===== src/rtl/pfs_pkg.sv =====
package pfs_pkg;

  typedef enum logic [2:0] {
    ST_IDLE,
    ST_PULL,
    ST_CHECK,
    ST_STORE,
    ST_ABORT,
    ST_HOLD
  } guardState_e;

  // strobes from control to datapath
  typedef struct packed {
    logic cntClr;
    logic cntEn;
  } dpCtrl_t;

  // conditioned status from datapath to control
  typedef struct packed {
    logic lowLevel;
    logic lowRise;
    logic pinLow;
    logic pinFall;
    logic cntDone;
  } dpStat_t;

endpackage


===== src/rtl/pfs_sync.sv =====
module pfs_sync #(
  parameter int   STAGES    = 2,
  parameter logic RESET_VAL = 1'b1
) (
  input  logic clk,
  input  logic rstN,
  input  logic asyncIn,
  output logic syncOut
);
  logic [STAGES-1:0] chain;

  for (genvar i = 0; i < STAGES; i++) begin : g_stage
    if (i == 0) begin : g_first
      always_ff @(posedge clk or negedge rstN) begin
        if (!rstN) chain[i] <= RESET_VAL;
        else       chain[i] <= asyncIn;
      end
    end else begin : g_next
      always_ff @(posedge clk or negedge rstN) begin
        if (!rstN) chain[i] <= RESET_VAL;
        else       chain[i] <= chain[i-1];
      end
    end
  end

  assign syncOut = chain[STAGES-1];
endmodule


===== src/rtl/pfs_datapath.sv =====
module pfs_datapath
  import pfs_pkg::*;
#(
  parameter int CLK_HZ      = 50_000_000,
  parameter int PULL_US     = 20,
  parameter int SYNC_STAGES = 2
) (
  input  logic    clk,
  input  logic    rstN,
  input  logic    lowSupplyAsync,
  input  logic    storePinSense,
  input  dpCtrl_t ctrl,
  output dpStat_t stat
);
  localparam int PULL_CYCLES = (CLK_HZ / 1_000_000) * PULL_US;
  localparam int CNT_W       = (PULL_CYCLES > 2) ? $clog2(PULL_CYCLES) : 1;
  localparam logic [CNT_W-1:0] CNT_LAST = CNT_W'(PULL_CYCLES - 2);

  logic lowSync, lowPrev;
  logic pinSync, pinPrev;
  logic [CNT_W-1:0] pullCnt;

  // supply flag assumed low-supply during reset so power-up gives no rising edge
  pfs_sync #(.STAGES(SYNC_STAGES), .RESET_VAL(1'b1)) u_lowSync (
    .clk(clk), .rstN(rstN), .asyncIn(lowSupplyAsync), .syncOut(lowSync)
  );

  // released store pin reads high
  pfs_sync #(.STAGES(SYNC_STAGES), .RESET_VAL(1'b1)) u_pinSync (
    .clk(clk), .rstN(rstN), .asyncIn(storePinSense), .syncOut(pinSync)
  );

  always_ff @(posedge clk or negedge rstN) begin
    if (!rstN) begin
      lowPrev <= 1'b1;
      pinPrev <= 1'b1;
    end else begin
      lowPrev <= lowSync;
      pinPrev <= pinSync;
    end
  end

  always_ff @(posedge clk or negedge rstN) begin
    if (!rstN)            pullCnt <= '0;
    else if (ctrl.cntClr) pullCnt <= '0;
    else if (ctrl.cntEn)  pullCnt <= pullCnt + 1'b1;
  end

  always_comb begin
    stat.lowLevel = lowSync;
    stat.lowRise  = lowSync & ~lowPrev;
    stat.pinLow   = ~pinSync;
    stat.pinFall  = pinPrev & ~pinSync;
    stat.cntDone  = ctrl.cntEn & (pullCnt == CNT_LAST);
  end
endmodule


===== src/rtl/pfs_fsm.sv =====
module pfs_fsm
  import pfs_pkg::*;
(
  input  logic        clk,
  input  logic        rstN,
  input  dpStat_t     stat,
  input  logic        ceN,
  input  logic        weN,
  input  logic        swStoreReq,
  input  logic        autoInhibit,
  input  logic        recallActive,
  input  logic        arrayDone,
  output dpCtrl_t     ctrl,
  output guardState_e state,
  output logic        arrayWrEn,
  output logic        storePullDown,
  output logic        arrayStore,
  output logic        busy
);
  guardState_e nextState;
  logic extReq, autoReq, canStart, startReq;

  always_ff @(posedge clk or negedge rstN) begin
    if (!rstN) state <= ST_HOLD;   // a write pending at power-up is held
    else       state <= nextState;
  end

  always_comb begin
    extReq   = (swStoreReq | stat.pinFall) & ~stat.lowLevel;
    autoReq  = stat.lowRise & ~autoInhibit;
    canStart = (state == ST_IDLE) | (state == ST_HOLD);
    startReq = canStart & (extReq | autoReq);

    nextState   = state;
    ctrl.cntClr = startReq;
    ctrl.cntEn  = 1'b0;

    unique case (state)
      ST_IDLE: begin
        if (startReq)          nextState = ST_PULL;
        else if (recallActive) nextState = ST_HOLD;
      end
      ST_HOLD: begin
        if (startReq)                          nextState = ST_PULL;
        else if (!recallActive && (ceN | weN)) nextState = ST_IDLE;
      end
      ST_PULL: begin
        ctrl.cntEn = 1'b1;
        if (stat.cntDone) nextState = ST_CHECK;
      end
      ST_CHECK: begin
        nextState = stat.pinLow ? ST_STORE : ST_ABORT;
      end
      ST_STORE: begin
        if (arrayDone) nextState = ST_HOLD;
      end
      ST_ABORT: nextState = ST_HOLD;
      default:  nextState = ST_HOLD;
    endcase
  end

  // write gate: combinational so a blocked write never reaches the array
  always_comb begin
    arrayWrEn     = (state == ST_IDLE) & ~recallActive & ~stat.lowLevel & ~ceN & ~weN;
    storePullDown = (state == ST_PULL) | (state == ST_CHECK);
    arrayStore    = (state == ST_STORE);
    busy          = storePullDown | arrayStore | (state == ST_ABORT);
  end
endmodule


===== src/rtl/pfs_store_guard.sv =====
module pfs_store_guard
  import pfs_pkg::*;
#(
  parameter int CLK_HZ      = 50_000_000,
  parameter int PULL_US     = 20,
  parameter int SYNC_STAGES = 2
) (
  input  logic clk,
  input  logic rstN,
  input  logic lowSupplyAsync,
  input  logic ceN,
  input  logic weN,
  input  logic storePinSense,
  input  logic swStoreReq,
  input  logic autoInhibit,
  input  logic recallActive,
  input  logic arrayDone,
  output logic arrayWrEn,
  output logic storePullDown,
  output logic arrayStore,
  output logic busy
);
  localparam int PULL_CYCLES = (CLK_HZ / 1_000_000) * PULL_US;

  dpCtrl_t     dpCtrl;
  dpStat_t     dpStat;
  guardState_e guardState;

  pfs_datapath #(
    .CLK_HZ(CLK_HZ), .PULL_US(PULL_US), .SYNC_STAGES(SYNC_STAGES)
  ) u_dp (
    .clk(clk), .rstN(rstN),
    .lowSupplyAsync(lowSupplyAsync), .storePinSense(storePinSense),
    .ctrl(dpCtrl), .stat(dpStat)
  );

  pfs_fsm u_fsm (
    .clk(clk), .rstN(rstN), .stat(dpStat),
    .ceN(ceN), .weN(weN), .swStoreReq(swStoreReq),
    .autoInhibit(autoInhibit), .recallActive(recallActive), .arrayDone(arrayDone),
    .ctrl(dpCtrl), .state(guardState),
    .arrayWrEn(arrayWrEn), .storePullDown(storePullDown),
    .arrayStore(arrayStore), .busy(busy)
  );
endmodule


===== config.mk =====
export PLATFORM = sky130hd
export DESIGN_NAME = pfs_store_guard
export DESIGN_NICKNAME = d
export VERILOG_FILES = /design/src/rtl/pfs_pkg.sv /design/src/rtl/pfs_sync.sv /design/src/rtl/pfs_datapath.sv /design/src/rtl/pfs_fsm.sv /design/src/rtl/pfs_store_guard.sv
export SDC_FILE = /design/constraint.sdc
export NUM_CORES = 1
export LEC_CHECK = 0
export ABC_AREA = 0
export CAP_MARGIN = 20
export CORE_MARGIN = 2
export CORE_UTILIZATION = 46
export DETAILED_ROUTE_END_ITERATION = 12
export PLACE_DENSITY = 0.7
export SYNTH_ARGS = -nofsm -noshare
export SYNTH_HDL_FRONTEND = slang
export SYNTH_SLANG_ARGS = --single-unit

===== constraint.sdc =====
create_clock -name clk -period 2.21 [get_ports clk]
set_input_delay 0.663 -clock clk [delete_from_list [all_inputs] [get_ports clk]]
set_output_delay 0.663 -clock clk [all_outputs]
set_load 0.01 [all_outputs]

* After elaboration in Yosys (flattened, before gate mapping)
Cells that the tools add are included.
** Storage, ports and cells
- Register bits after elaboration :: 19
- Input port bits :: 10
- Output and inout bits :: 4
- Logic and storage cells :: 59
** Operators by class
- $add $sub $neg :: 1
- Equal/unequal tests :: 10
- Multiplexer cells :: 11
- Bitwise operators :: 24
- Reduce and logical (&&, ||, !) cells :: 5
** Operators by type and width (number)
- $mux W3 :: 7
- $mux W10 :: 2
- $pmux W3 S5 :: 1
- $add A10 B1 Y10 const B :: 1
- $and A1 B1 Y1 :: 10
- $eq A10 B10 Y1 const B :: 1
- $not A1 Y1 :: 7
- $or A1 B1 Y1 :: 7
- $eq A3 B2 Y1 const B :: 2
- $eq A3 B3 Y1 const B :: 2
- $ne A3 B2 Y1 const B :: 2
- $ne A2 B2 Y1 const B :: 2
- $reduce_and A4 Y1 :: 1
- $eq A3 B1 Y1 const B :: 1
- $logic_not A3 Y1 :: 1
- $reduce_bool A2 Y1 :: 1
- $logic_and A1 B1 Y1 :: 1
- $logic_not A1 Y1 :: 1
- $mux W1 :: 1

* Longest topological paths before layout
Gate-level depths: netlist (run 1).
- Depth after elaboration :: 8
- Mapped depth :: 6
- Mapped depth without buffers :: 6

* By module
From an unflattened synthesis (run 1), not the netlist that was laid out.
** Second synthesis, totals
- Cells, all modules :: 101
- Area total of the unflattened synthesis :: 1047.3 um^2
** Modules (own cells, without submodules)
- pfs_datapath :: times used 1, cells an instance 58, area each 600.6 um^2, seq. area each 302.8 um^2
- pfs_fsm :: times used 1, cells an instance 39, area each 341.6 um^2, seq. area each 77.6 um^2
- pfs_sync :: times used 2, cells an instance 2, area each 52.6 um^2, seq. area each 52.6 um^2

* Worst setup path before layout (run 1)
No wires, ideal clock.
- Path kind :: input to output
- From :: input port weN
- To :: output port arrayWrEn
- Data arrival time :: 1376 ps
- Required time :: 1547 ps
- Setup slack :: 171 ps
- Cell stages on the path :: 2
- Buffers on the path :: 0
- Cell sequence :: or3_1 > nor4_1
** Between the ends
- Cells in the longest elaborated chain, start to end :: 2
** RTL lines
- start, declared :: line pfs_store_guard.sv:12 : input logic weN,
- $not A1 Y1 :: line pfs_fsm.sv:64 : arrayWrEn = (state == ST_IDLE) & ~recallActive & ~stat.lowLevel & ~ceN & ~weN;
- $and A1 B1 Y1 :: line pfs_fsm.sv:64
- end, declared :: line pfs_store_guard.sv:18 : output logic arrayWrEn,
No other way between the ends.

* Worst setup path after layout (run 1)
- From :: register u_fsm.state[1]
- To :: output port busy
** Between the ends
- Cells in the longest elaborated chain, start to end :: 4
- Elaborated cells between the ends (all ways) :: 7
- Classes of those cells :: 4 x eq/ne; 3 x bitwise
** RTL lines
- start, declared :: line pfs_fsm.sv:14 : output guardState_e state,
- start signal, assigned :: line pfs_fsm.sv:25 : else state <= nextState;
- $eq A3 B1 Y1 / $eq A3 B2 Y1 (equally long branches) :: line pfs_fsm.sv:65 : storePullDown = (state == ST_PULL) | (state == ST_CHECK);
- $or A1 B1 Y1 :: line pfs_fsm.sv:65
- $or A1 B1 Y1 :: line pfs_fsm.sv:67 : busy = storePullDown | arrayStore | (state == ST_ABORT);
- $or A1 B1 Y1 (*) :: line pfs_fsm.sv:67
- end, declared :: line pfs_store_guard.sv:21 : output logic busy
Every way passes the cells marked *; elsewhere a longest branch is shown, timed or not.

==> flow_summary.ini, run 1 <==
[status]
outcome = finished clean

[sta]
hold_viol = 0
fin_crit_ns = 2.13
relSlewSlack_pct = 64.9
finalSetupViolCount = 0
postLayoutSetupSlackWorst_ns = 0.0760
skew_ns = 0.00700
rsz0062_at_grt = no
worst_pin_slew_ns = 0.524
period_share_pct = 96.6
maxSlewViolCount = 0
max_freq_mhz = 469
hold-worst-slack_ns = 0.363

[global_routing]
grt_pass1_wl_mm = 3.67
grt_pass1_vias = 814
antenna_found_initial = 0
overflow = 0
track_usage_pct = 18.5
grt_max_degree = 20

[pwr]
power.internal_w = 0.000902
switching_share_pct = 38.1
ir_drop_v = 0.000670
leakagePower_nw = 0.532
comb_power_share_pct = 53.2
finalPower_w = 0.00146
powerDensity_mw_per_mm2 = 1110
p_sw_w = 0.000555
pwr-share-seq_pct = 34.6
pwr-share-clk_pct = 12.2

[critical_path]
r2r-end = u_dp.pullCnt[8]
cp.arrival_ns = 1.47
r2r_cells = 5
crit_buf_inv = 2
crit_chain = buf_12 -> nor2_1 -> xnor2_1 -> dlygate4sd2_1
worstSetupPathType = reg -> out
slowest_delay_ns = 0.44
timing.critical_path.fanout_max = 10
slowest_stage = dfrtp_1
r2r_start = u_fsm.state[0]
crit_path_start_kind = register
required_ns = 1.55
cp-end-kind = primary output
cp_top_family = flip-flops
rrSetupSlack_ns = 0.50

[floorplan]
ios = 14
rows = 17
die_h_um = 51.7
die-width_um = 51.7
die-area_mm2 = 0.00267
core_mm2 = 0.00217
initial_utilization_pct = 48.2

[finish]
nets = 137
num-fill-cells = 177
final_util_pct = 60.7
diodes = 0
syn_to_final_growth_pct = 26.0
final_common_cell = nor2_1
finalNonFillerCells = 152
final_cell_mix = 12 x nor2_1, 11 x dfrtp_1, 8 x buf_4, 8 x dfstp_2
post_route_cells_drive_above_1_share_pct = 30.6

[placement]
port-buffer-count = 13
gp_congestion = 0.889
dp_cells = 147
dp_hpwl_mm = 1.45
pre_cts_slack_ns = -0.665

[job]
max_cap_violations = 0

[logic_synthesis]
seq_area_frac_synth_pct = 46.5
yosys.area.top_type = dfrtp_1
ys_ff_latch = 19
ys.flop_type = dfrtp_1
syn_inst = 100
synth_nets = 112
synth_top_area_share_pct = 26.3
syn_avg_cell_area_um2 = 10.4
synthArstFlopShare_pct = 100
synth.area.top_cells = dfrtp_1 26%, dfstp_2 20%, xnor2_1 5.9%
ys_warn_count = 0
post_synth_num_cell_types = 38
syn_area_mm2 = 0.00104
synth_edf_count = 0

[cts]
cts_tree = built
clk_pin_slew_worst_paths_ns = 0.11
clock_latency_ns = 0.30
htree_levels = 1
root_buffer = clkbuf_4
clock-sinks = 19
hold_buffers = 0
cts_buffer_depth = 2
cts_buffers = 3

[routing]
viasPerCell = 5.29
drcViolationCount = 0
vias = 804
first_pass_iters = 4
wl_per_cell_um = 12.8
drt_iter0_markers = 14
routed_wl_mm = 1.95
ant_nets = 0

[min_path]
hold_path.class = reg -> reg
holdCritStartpoint = u_dp.u_pinSync.chain[0]
hold_end = u_dp.u_pinSync.syncOut
whs_path_depth = 0
[synthesized netlist by cell type (all sizes together), types with 3 or more instances]
library cell,instances
dfstp,8
a211oi,3
nand4,3
inv,5
buf,3
xor2,3
xnor2,7
nand3b,3
dfrtp,11
nor2,13
nand2,7
[per-stage QoR]
stage               TNS (ns)  instance area (um2)
finish                     0                 1320
global route               0                 1320
CTS                  -0.0595                 1310
detailed placement    -0.665                 1280
global placement      -0.657                 1280
floorplan                  0                 1040
[cell type report]
| class | count | area [um2] | share of cell area [%] |
|---|---|---|---|
| clock buffer | 3 | 22.5 | 1.71 |
| clock inverter | 1 | 5.00 | 0.380 |
| inverter | 5 | 18.8 | 1.43 |
| multi-input combinational | 73 | 542 | 41.2 |
| sequential | 19 | 485 | 36.9 |
| tap | 28 | 35.0 | 2.66 |
| timing repair buffer | 23 | 208 | 15.8 |
[layer usage]
| layer | global-route usage (%) | part of all wire [%] |
|---|---|---|
| met5 | 0 | 0 |
| met4 | 9.21 | 1.8 |
| met3 | 1.72 | 1.8 |
| met2 | 29.5 | 49 |
| met1 | 25.2 | 47 |
[registers in the layout (all words and copies together), names as in the netlist]
signal and flops:
u_dp.u_pinSync.chain 1, u_dp.lowPrev 1, u_dp.u_pinSync.syncOut 1, u_fsm.state 3, u_dp.pinPrev 1, u_dp.u_lowSync.chain 1
u_dp.pullCnt 10, u_dp.u_lowSync.syncOut 1
[worst reg2reg max path, cell delays in order (launching register included)]
cell and delay, ns:
dfstp_2 0.56, buf_4 0.15, nand4bb_4 0.16, or4_1 0.52, xor2_1 0.18, nor2_2 0.04
[kinds of logic (layout without fill, tap and decap cells)]
family,Yosys count,after routing,share of synthesized area [%]
flops,19,19,46.5
compound gates,17,17,14.3
xor+xnor,10,10,8.38
buf+inv,8,32,3.95
fa+ha+maj,2,2,2.39
simple gates,44,44,24.6
[power by group through the flow]
| stage | Clock, W | Combinational (W) | Sequential [W] |
|---|---|---|---|
| 6_report | 0.000178 | 0.000776 | 0.000503 |
| 5_1_grt | 0.000194 | 0.000869 | 0.000519 |
| 4_1_cts | 0.000190 | 0.000772 | 0.000503 |
| 3_5_place_dp | 0 | 0.000778 | 0.000512 |
| 3_3_place_gp | 0 | 0.000771 | 0.000509 |
| 2_1_floorplan | 0 | 0.000504 | 0.000490 |
[how the worst max path moves through the flow]
stage / from / to / slack, ns / depth (start not counted)
after floorplan: weN / arrayWrEn / 0.17 / 2
after global placement: weN / arrayWrEn / -0.65 / 4
after detailed placement: weN / arrayWrEn / -0.66 / 4
after CTS: recallActive / arrayWrEn / -0.06 / 4
after global routing: u_fsm.state[1] / busy / 0.001 / 4
final: u_fsm.state[1] / busy / 0.08 / 4
[repair_timing]
item | in CTS | in global routing
resized for setup | 18 | 5
pin swaps | 3 | 2
hold endpoints to repair | 0 | 0
setup endpoints to repair | 4 | 1
buffers inserted | 1 | 0
No activity file was read; power rests on OpenSTA's default activity.
==> run 2: changes to the inputs <==
SETUP_SLACK_MARGIN = 0.1   (was not set)
==> run 2 against run 1 <==
Effect of this change:
- hold slack improved by 0.00097 ns
- setup slack improved by 0.030 ns
- combinational power grew 11%
- highest routed layer unchanged
- critical endpoint is now storePullDown
- largest cell class unchanged
- power is 5.8% higher
- sequential share of layout area fell by 1.1 points
==> flow_summary.ini, run 2 (synthesis gave the netlist of run 1 again) <==
[status]
outcome = finished clean

[finish]
post_route_cells_drive_above_1_share_pct = 35.9
top_register = u_dp.pullCnt
finalNonFillerCells = 156
diodes = 0
reg_top3 = u_dp.pullCnt (10), u_fsm.state (3)
finish.instance_area_mm2 = 0.00136
nets = 141
num-fill-cells = 174
final_cell_mix = 11 x nor2_1, 11 x dfrtp_1, 10 x buf_4
syn_to_final_growth_pct = 29.7
largest_reg_flops = 10

[critical_path]
cp-end-kind = primary output
cp.arrival_ns = 1.44
timing.critical_path.fanout_max = 4
required_ns = 1.55
crit_path_start_kind = register
worstSetupPathType = reg -> out

[placement]
gp_congestion = 0.889
port-buffer-count = 13
postPlaceCellArea_mm2 = 0.00128
dp_cells = 147
dp_hpwl_mm = 1.45

[sta]
worst_pin_slew_ns = 0.523
rsz0062_at_grt = yes
period_share_pct = 95.2
fin_crit_ns = 2.10
hold_viol = 0
relSlewSlack_pct = 64.9
finalSetupViolCount = 0
skew_ns = 0.00960
max_freq_mhz = 475
maxSlewViolCount = 0
hold-worst-slack_ns = 0.364

[job]
max_cap_violations = 0

[cts]
cts_buffers = 3
htree_levels = 1
clk_pin_slew_worst_paths_ns = 0.12
clock-sinks = 19
clock_latency_ns = 0.31
root_buffer = clkbuf_4
cts_tree = built
cts_buffer_depth = 2

[routing]
drt_iter0_markers = 18
top_layer = met4
wl_met1_um = 994
wl_met3_um = 43
routed_wl_mm = 2.13
first_pass_iters = 4
wl_per_cell_um = 13.6
ant_nets = 0
vias = 822
met2_length_mm = 1.06
viasPerCell = 5.27
drcViolationCount = 0

[pwr]
switching_share_pct = 38.3
pwr-share-clk_pct = 11.8
leakagePower_nw = 0.552
finalPower_w = 0.00154
comb_power_share_pct = 55.8
ir_drop_v = 0.000676
pwr-share-seq_pct = 32.5
p_sw_w = 0.000590
powerDensity_mw_per_mm2 = 1140
power.internal_w = 0.000952

[min_path]
hold_path.class = reg -> reg

[floorplan]
initial_utilization_pct = 48.2
ios = 14
die-width_um = 51.7
die-area_mm2 = 0.00267
rows = 17
die_h_um = 51.7
core_mm2 = 0.00217

[global_routing]
grt_max_degree = 20
track_usage_pct = 18.9
overflow = 0
antenna_found_initial = 0
grt_pass1_vias = 815
grt_pass1_wl_mm = 3.72
[run 2: changes by cell type in the layout (fill, tap and decap cells not counted), sizes merged]
cell           delta
buf               +8
clkbuf            -1
clkdlybuf4s15     -1
dlygate4sd2       -2
[run 2: per-stage QoR]
step	worst slack, ns	setup TNS (ns)	util [%]
after floorplan	0.171	0	-
after global placement	-0.650	-0.657	59.0
after detailed placement	-0.665	-0.665	59.0
after CTS	0.0211	0	60.3
after global routing	0.0394	0	62.5
final	0.106	0	62.5
[run 2: routing by layer]
metal	global-route usage (%)	vias to the layer above
li1	-	405
met1	26.2	398
met2	29.1	15
met3	1.72	4
met4	10.5	0
met5	0	-
[run 2: path summary, 6_finish.rpt]
check,from,to,slack [ns],depth (start not counted)
max,u_fsm.state[0],storePullDown,0.11,3
min,u_dp.u_pinSync.chain[0],u_dp.u_pinSync.syncOut,0.36,0
max reg2reg,u_fsm.state[1],u_dp.pullCnt[8],0.43,6
min reg2reg,u_dp.u_pinSync.chain[0],u_dp.u_pinSync.syncOut,0.36,0
max in group asynchronous,rstN,u_fsm.state[2],1.28,2
min in group asynchronous,rstN,u_dp.pullCnt[1],0.67,2
[run 2: what timing repair did]
| item | CTS | global route |
|---|---|---|
| endpoints found under the setup margin | 4 | 4 |
| gates resized for setup | 30 | 7 |
| hold buffers | 0 | 0 |
| gates cloned | 0 | 0 |
| buffers inserted | 2 | 3 |
| pin swaps | 3 | 2 |
[run 2: final cells by class]
cell class                 count  area (um2)  share of cell area, %
inverter                       5        18.8                   1.39
clock inverter                 1        5.00                  0.369
sequential                    19         485                   35.8
timing repair buffer          27         239                   17.6
clock buffer                   3        22.5                   1.66
multi-input combinational     73         549                   40.5
tap                           28        35.0                   2.59
[run 2: power by group through the flow]
stage,registers (W),clock network (W),logic (W)
2_1_floorplan,0.000490,0,0.000504
3_3_place_gp,0.000509,0,0.000771
3_5_place_dp,0.000512,0,0.000778
4_1_cts,0.000499,0.000190,0.000797
5_1_grt,0.000516,0.000197,0.000955
6_report,0.000500,0.000182,0.000860
[run 2: critical path, stage by stage (launching register included)]
cell	delay (ns)
dfstp_2	0.57
or2b_1	0.26
a21oi_2	0.15
buf_2	0.15
